**src/rtl/tr_pkg.sv**
```systemverilog
// Package: shared constants for the two-tape reader.
// Assumes exactly two tapes; index values are part of the behaviour.
package tr_pkg;
    localparam int TAPE_COUNT = 2;
    typedef enum int {
        TAPE_PRIMARY = 0,
        TAPE_AUX     = 1
    } tape_id_e;
endpackage

```
**src/rtl/tr_tape_port.sv**
```systemverilog
// Module: tr_tape_port
// One tape's read-side state: sticky exhaustion mark, position count and
// the ready pulse that consumes a word. Assumes sel_hit is high only in
// the strobe cycle of a read naming this tape.
module tr_tape_port #(
    parameter int W     = 16,
    parameter int POS_W = 16
) (
    input  logic             clk,
    input  logic             rst_n,
    input  logic             sel_hit,
    input  logic             src_valid,
    input  logic             src_end,
    output logic             take,
    output logic             exhausted,
    output logic [POS_W-1:0] pos
);
    logic             exh_q;
    logic [POS_W-1:0] pos_q;

    // Consume a word only for a live, non-ended tape that offers one.
    always_comb begin
        take = sel_hit && !exh_q && !src_end && src_valid;
    end

    // Latch exhaustion when a read meets the end of the tape.
    always_ff @(posedge clk) begin
        if (!rst_n)
            exh_q <= 1'b0;
        else if (sel_hit && src_end)
            exh_q <= 1'b1;
    end

    // Count consumed words.
    always_ff @(posedge clk) begin
        if (!rst_n)
            pos_q <= '0;
        else if (take)
            pos_q <= pos_q + 1'b1;
    end

    assign exhausted = exh_q;
    assign pos       = pos_q;


    exh_sticky_chk: assert property (@(posedge clk) disable iff (!rst_n)
        exh_q |=> exh_q);

    pos_hold_chk: assert property (@(posedge clk) disable iff (!rst_n)
        !take |=> $stable(pos_q));

    pos_step_chk: assert property (@(posedge clk) disable iff (!rst_n)
        take |=> (pos_q == $past(pos_q) + 1'b1));

    no_take_exh_chk: assert property (@(posedge clk) disable iff (!rst_n)
        exh_q |-> !take);
endmodule

```
**src/rtl/tr_result_stage.sv**
```systemverilog
// Module: tr_result_stage
// Registers the outcome of a read: the consumed word on success, zero and
// a raised flag on any failure. Assumes at most one bit of take_vec is set.
module tr_result_stage #(
    parameter int W = 16,
    parameter int N = 2
) (
    input  logic                clk,
    input  logic                rst_n,
    input  logic                req,
    input  logic [N-1:0]        take_vec,
    input  logic [N-1:0][W-1:0] data_vec,
    output logic                done,
    output logic [W-1:0]        result,
    output logic                flag
);
    logic [W-1:0] pick;
    logic         any_take;

    // Select the word of whichever tape was consumed.
    always_comb begin
        pick     = '0;
        any_take = |take_vec;
        for (int i = 0; i < N; i++) begin
            if (take_vec[i])
                pick = data_vec[i];
        end
    end

    // Capture result and flag on a strobe, hold them otherwise.
    always_ff @(posedge clk) begin
        if (!rst_n) begin
            result <= '0;
            flag   <= 1'b0;
        end else if (req) begin
            result <= any_take ? pick : '0;
            flag   <= !any_take;
        end
    end

    // Completion pulse one cycle after the strobe.
    always_ff @(posedge clk) begin
        if (!rst_n)
            done <= 1'b0;
        else
            done <= req;
    end


    flag_zero_chk: assert property (@(posedge clk) disable iff (!rst_n)
        flag |-> (result == '0));

    hold_chk: assert property (@(posedge clk) disable iff (!rst_n)
        !req |=> ($stable(result) && $stable(flag)));

    done_chk: assert property (@(posedge clk) disable iff (!rst_n)
        req |=> done);

    one_take_chk: assert property (@(posedge clk) disable iff (!rst_n)
        $onehot0(take_vec));
endmodule

```
**src/rtl/tape_reader.sv**
```systemverilog
// Module: tape_reader (top)
// Two-tape sequential input reader. Index 0 is the primary tape and
// index 1 the auxiliary tape; any other index fails. Assumes tape sources
// hold data/valid/end stable until ready is seen.
module tape_reader #(
    parameter int W     = 16,
    parameter int SEL_W = 4,
    parameter int POS_W = 16
) (
    input  logic             clk,
    input  logic             rst_n,
    input  logic             rd_req,
    input  logic [SEL_W-1:0] rd_sel,
    input  logic [W-1:0]     pri_data,
    input  logic             pri_valid,
    input  logic             pri_end,
    output logic             pri_ready,
    input  logic [W-1:0]     aux_data,
    input  logic             aux_valid,
    input  logic             aux_end,
    output logic             aux_ready,
    output logic             rd_done,
    output logic [W-1:0]     rd_result,
    output logic             rd_flag,
    output logic [POS_W-1:0] pri_pos,
    output logic [POS_W-1:0] aux_pos
);
    import tr_pkg::*;
    localparam int N = TAPE_COUNT;

    logic [N-1:0][W-1:0]     data_vec;
    logic [N-1:0]            valid_vec;
    logic [N-1:0]            end_vec;
    logic [N-1:0]            take_vec;
    logic [N-1:0]            exh_vec;
    logic [N-1:0]            hit_vec;
    logic [N-1:0][POS_W-1:0] pos_vec;

    // Gather the per-tape stream signals into indexed vectors.
    always_comb begin
        data_vec[TAPE_PRIMARY]  = pri_data;
        data_vec[TAPE_AUX]      = aux_data;
        valid_vec[TAPE_PRIMARY] = pri_valid;
        valid_vec[TAPE_AUX]     = aux_valid;
        end_vec[TAPE_PRIMARY]   = pri_end;
        end_vec[TAPE_AUX]       = aux_end;
    end

    for (genvar g = 0; g < N; g++) begin : g_tape
        // Full-width index decode for this tape.
        assign hit_vec[g] = rd_req && (rd_sel == SEL_W'(g));

        tr_tape_port #(.W(W), .POS_W(POS_W)) port_i (
            .clk       (clk),
            .rst_n     (rst_n),
            .sel_hit   (hit_vec[g]),
            .src_valid (valid_vec[g]),
            .src_end   (end_vec[g]),
            .take      (take_vec[g]),
            .exhausted (exh_vec[g]),
            .pos       (pos_vec[g])
        );
    end

    tr_result_stage #(.W(W), .N(N)) res_i (
        .clk      (clk),
        .rst_n    (rst_n),
        .req      (rd_req),
        .take_vec (take_vec),
        .data_vec (data_vec),
        .done     (rd_done),
        .result   (rd_result),
        .flag     (rd_flag)
    );

    assign pri_ready = take_vec[TAPE_PRIMARY];
    assign aux_ready = take_vec[TAPE_AUX];
    assign pri_pos   = pos_vec[TAPE_PRIMARY];
    assign aux_pos   = pos_vec[TAPE_AUX];


    bad_sel_chk: assert property (@(posedge clk) disable iff (!rst_n)
        (rd_req && rd_sel > SEL_W'(1)) |-> (take_vec == '0));

    exh_indep_chk: assert property (@(posedge clk) disable iff (!rst_n)
        (!hit_vec[TAPE_AUX]) |=> (exh_vec[TAPE_AUX] == $past(exh_vec[TAPE_AUX])));
endmodule

```
**config.mk**
```make
export PLATFORM = sky130hd
export DESIGN_NAME = tape_reader
export DESIGN_NICKNAME = d
export VERILOG_FILES = /design/src/rtl/tr_pkg.sv /design/src/rtl/tr_tape_port.sv /design/src/rtl/tr_result_stage.sv /design/src/rtl/tape_reader.sv
export SDC_FILE = /design/constraint.sdc
export NUM_CORES = 1
export LEC_CHECK = 0
export BUFFER_PORTS_ARGS = -buffer_cell sky130_fd_sc_hd__buf_2
export CORE_MARGIN = 2
export CORE_UTILIZATION = 30
export DETAILED_ROUTE_END_ITERATION = 10
export PLACE_DENSITY = 0.66
export SLEW_MARGIN = 20
export SYNTH_ARGS = -nofsm -noshare
export SYNTH_HDL_FRONTEND = slang
export SYNTH_SLANG_ARGS = --single-unit
```
**constraint.sdc**
```tcl
create_clock -name clk -period 2.4 [get_ports clk]
set_clock_uncertainty 0.05 [all_clocks]
set_input_delay 0.48 -clock clk [delete_from_list [all_inputs] [get_ports clk]]
set_output_delay 0.48 -clock clk [all_outputs]
set_load 0.02 [all_outputs]
```
==> flow_summary.ini <==
[floorplan]
rows = 31
start_util_pct = 31.5
chipWidth_um = 91.7
core_sq_mm = 0.00733
io_pins = 95
die_h_um = 91.7
die-area_sq_mm = 0.00840

[timing]
whs_ps = 395
rsz0062_at_grt = false
max-slew-margin-rel_pct = 61.1
setup_viol = 0
worstMarginPinSlew_ps = 584
tns_ps = 0
post-route-min-period_ps = 2230
finalCritPeriodShare_pct = 92.8
final-hold-violation-count = 0
slew_viol_final = 0
postLayoutSetupSlackWorst_ps = 172
max_freq_mhz = 449

[place]
hpwlAfterDp_um = 4400
place_congestion = 0.808
pre_cts_ws_ps = -155
port_buffers = 94
dp_cells = 460

[cts]
postCtsSetupRepairBufs = 0
clk_path_buf_depth = 2
insertion_delay_ps = 310
postCtsResizedCells = 0
cts_root_buffer = clkbuf_8
cts_hold_buf = 0
ctsHtreeMaxLevel = 2
tritoncts = built
cts_made_buffers = 5
clock_sinks = 52
clkTransAtPathRegs_ps = 90

[outcome]
status = complete, no violations

[critical_path]
cp.arrival_ps = 2420
required_ps = 2590
start_kind = input pin
cp-end-kind = flop
path_class = in -> reg
cp_max_fo = 8

[final_layout]
layout.nets = 413
drive_above_1_share_pct = 32.5
antenna_cells = 0
stdcell_count = 468
syn2layout_area_growth_pct = 35.1

[synth]
ys_seq_area_share_pct = 45.1
yosys_warnings = 0
synth_top_area_share_pct = 45.1
syn_area_sq_mm = 0.00231
syn-instance-count = 266
synth_area_leaders = dfxtp_1 45%, mux2i_1 8.2%, o21ai_0 6.1%
synth_nets = 311
synth_cell_types = 33
yosysTopAreaCell = dfxtp_1
synth_seq_cells = 52
syn_avg_cell_area_sq_um = 8.67

[route]
via_per_inst = 4.84
vias = 2264
wire_per_inst_um = 12.3
ant_nets = 0
drc = 0
wirelength_um = 5760
drtIter0Drc = 76
dr.pass1.iters = 4

[power_and_ir_drop]
p_comb_share_pct = 5.4
cellLeakagePower_nw = 1.28
seqPwrFrac_pct = 49.0
power.internal_mw = 1.43
p_switching_mw = 0.338
power_mw = 1.77
ir_drop_v = 0.000243
clockPowerShare_pct = 45.6
switching_share_pct = 19.1
power.density_mw_per_mm2 = 569

[global_route]
grt_use_total_pct = 13.8
grt.met2_usage_pct = 23.5
grt_max_degree = 32
grt_overflow_total = 0
grt_pass1_vias = 2082
use_met1_pct = 16.1
globalRouteMet3Util_pct = 5.09
grt_first_pass_wirelength_um = 9430
antenna_found_initial = 0
grt-busiest-layer = met2

[min_path]
hp-class = in -> reg

[job]
max_cap_violations = 0
==> per-stage QoR <==
stage | instance area [sq um] | util (%)
finish | 3120 | 42.5
CTS | 3110 | 42.4
floorplan | 2310 | -
detailed placement | 2950 | 40.3
global placement | 2950 | 40.3
global route | 3120 | 42.5
==> Yosys cell counts, drive strengths merged <==
library cell	count
and2	1
xor2	2
or3	11
or4	6
a31oi	1
ha	2
and4	3
inv	8
mux2i	19
nor2	18
nand2b	2
o31ai	4
o21ai	29
nand4bb	1
xnor2	10
clkbuf	10
nor4	6
nor3	4
nor4b	2
buf	3
dfxtp	52
a21oi	17
o21a	2
nor3b	2
nand3	8
and3	3
nand2	31
nand4	6
or4b	3
==> critical path: stages <==
cell	delay, ps
buf_2	110
or4b_1	620
or4_1	690
or3_1	390
a21oi_1	140
==> power by group through the flow <==
stage | Sequential (mW) | Combinational (mW) | Clock, mW
2_1_floorplan | 0.893 | 0.0318 | 0
3_3_place_gp | 0.888 | 0.0956 | 0
3_5_place_dp | 0.888 | 0.0963 | 0
4_1_cts | 0.868 | 0.0965 | 0.837
5_1_grt | 0.869 | 0.106 | 0.867
6_report | 0.868 | 0.0948 | 0.808
==> path summary, 6_finish.rpt <==
check	endpoint	cells after the start	startpoint	slack, ps
worst max-delay path	g_tape[1].port_i.pos[12]	5	rd_sel[1]	170
worst min-delay path	g_tape[0].port_i.exhausted	3	pri_end	390
worst max register to register	g_tape[0].port_i.pos[9]	4	g_tape[0].port_i.exhausted	370
worst min register to register	res_i.result[15]	2	res_i.result[15]	410
==> sequential cells by signal, indices dropped and copies added (netlist names) <==
| name | cells |
|---|---|
| res_i.done | 1 |
| res_i.result | 16 |
| res_i.flag | 1 |
| g_tape.port_i.exhausted | 2 |
| g_tape.port_i.pos | 32 |
==> layout make-up <==
type	instances	area (sq um)
flip-flops and latches	52	1040
fillers	734	4220
clock buffers	5	68.8
repair buffers	108	576
well taps	99	124
inverters	8	30.0
multi-input cells	193	1190
clock inverters	3	90.1
==> routing by layer <==
layer  up-vias  wire (um)
met5         -          0
li1       1154          -
met2        71       2650
met4         0         82
met3        11        433
met1      1028       2600
==> layout by cell type, fill, tap and decap left out, types with 2 or more instances in the layout <==
cell,n
a21oi_1,17
and3_1,3
and4_1,3
buf_2,94
buf_4,14
bufinv_16,3
clkbuf_8,5
dfxtp_1,52
ha_1,2
inv_1,8
mux2i_1,19
nand2_1,31
nand2b_1,2
nand3_1,8
nand4_1,6
nor2_1,18
nor3_1,4
nor3b_1,2
nor4_1,6
o21a_1,2
o21ai_0,28
o31ai_1,4
or3_1,11
or4_1,5
or4b_1,2
xnor2_1,10
xor2_1,2
==> cells by family (layout without fill, tap and decap cells) <==
kind of cell	after synthesis	in the layout	share of synthesized area [%]
buffers and inverters	21	124	3.58
adders and majority gates	2	2	1.09
AOI/OAI and AO/OA	53	53	12.2
and+or+nand+nor	107	107	25.2
DFF	52	52	45.1
xor gates and xnor gates	12	12	4.56
muxes	19	19	8.25
No activity file was read; power rests on OpenSTA's default activity.
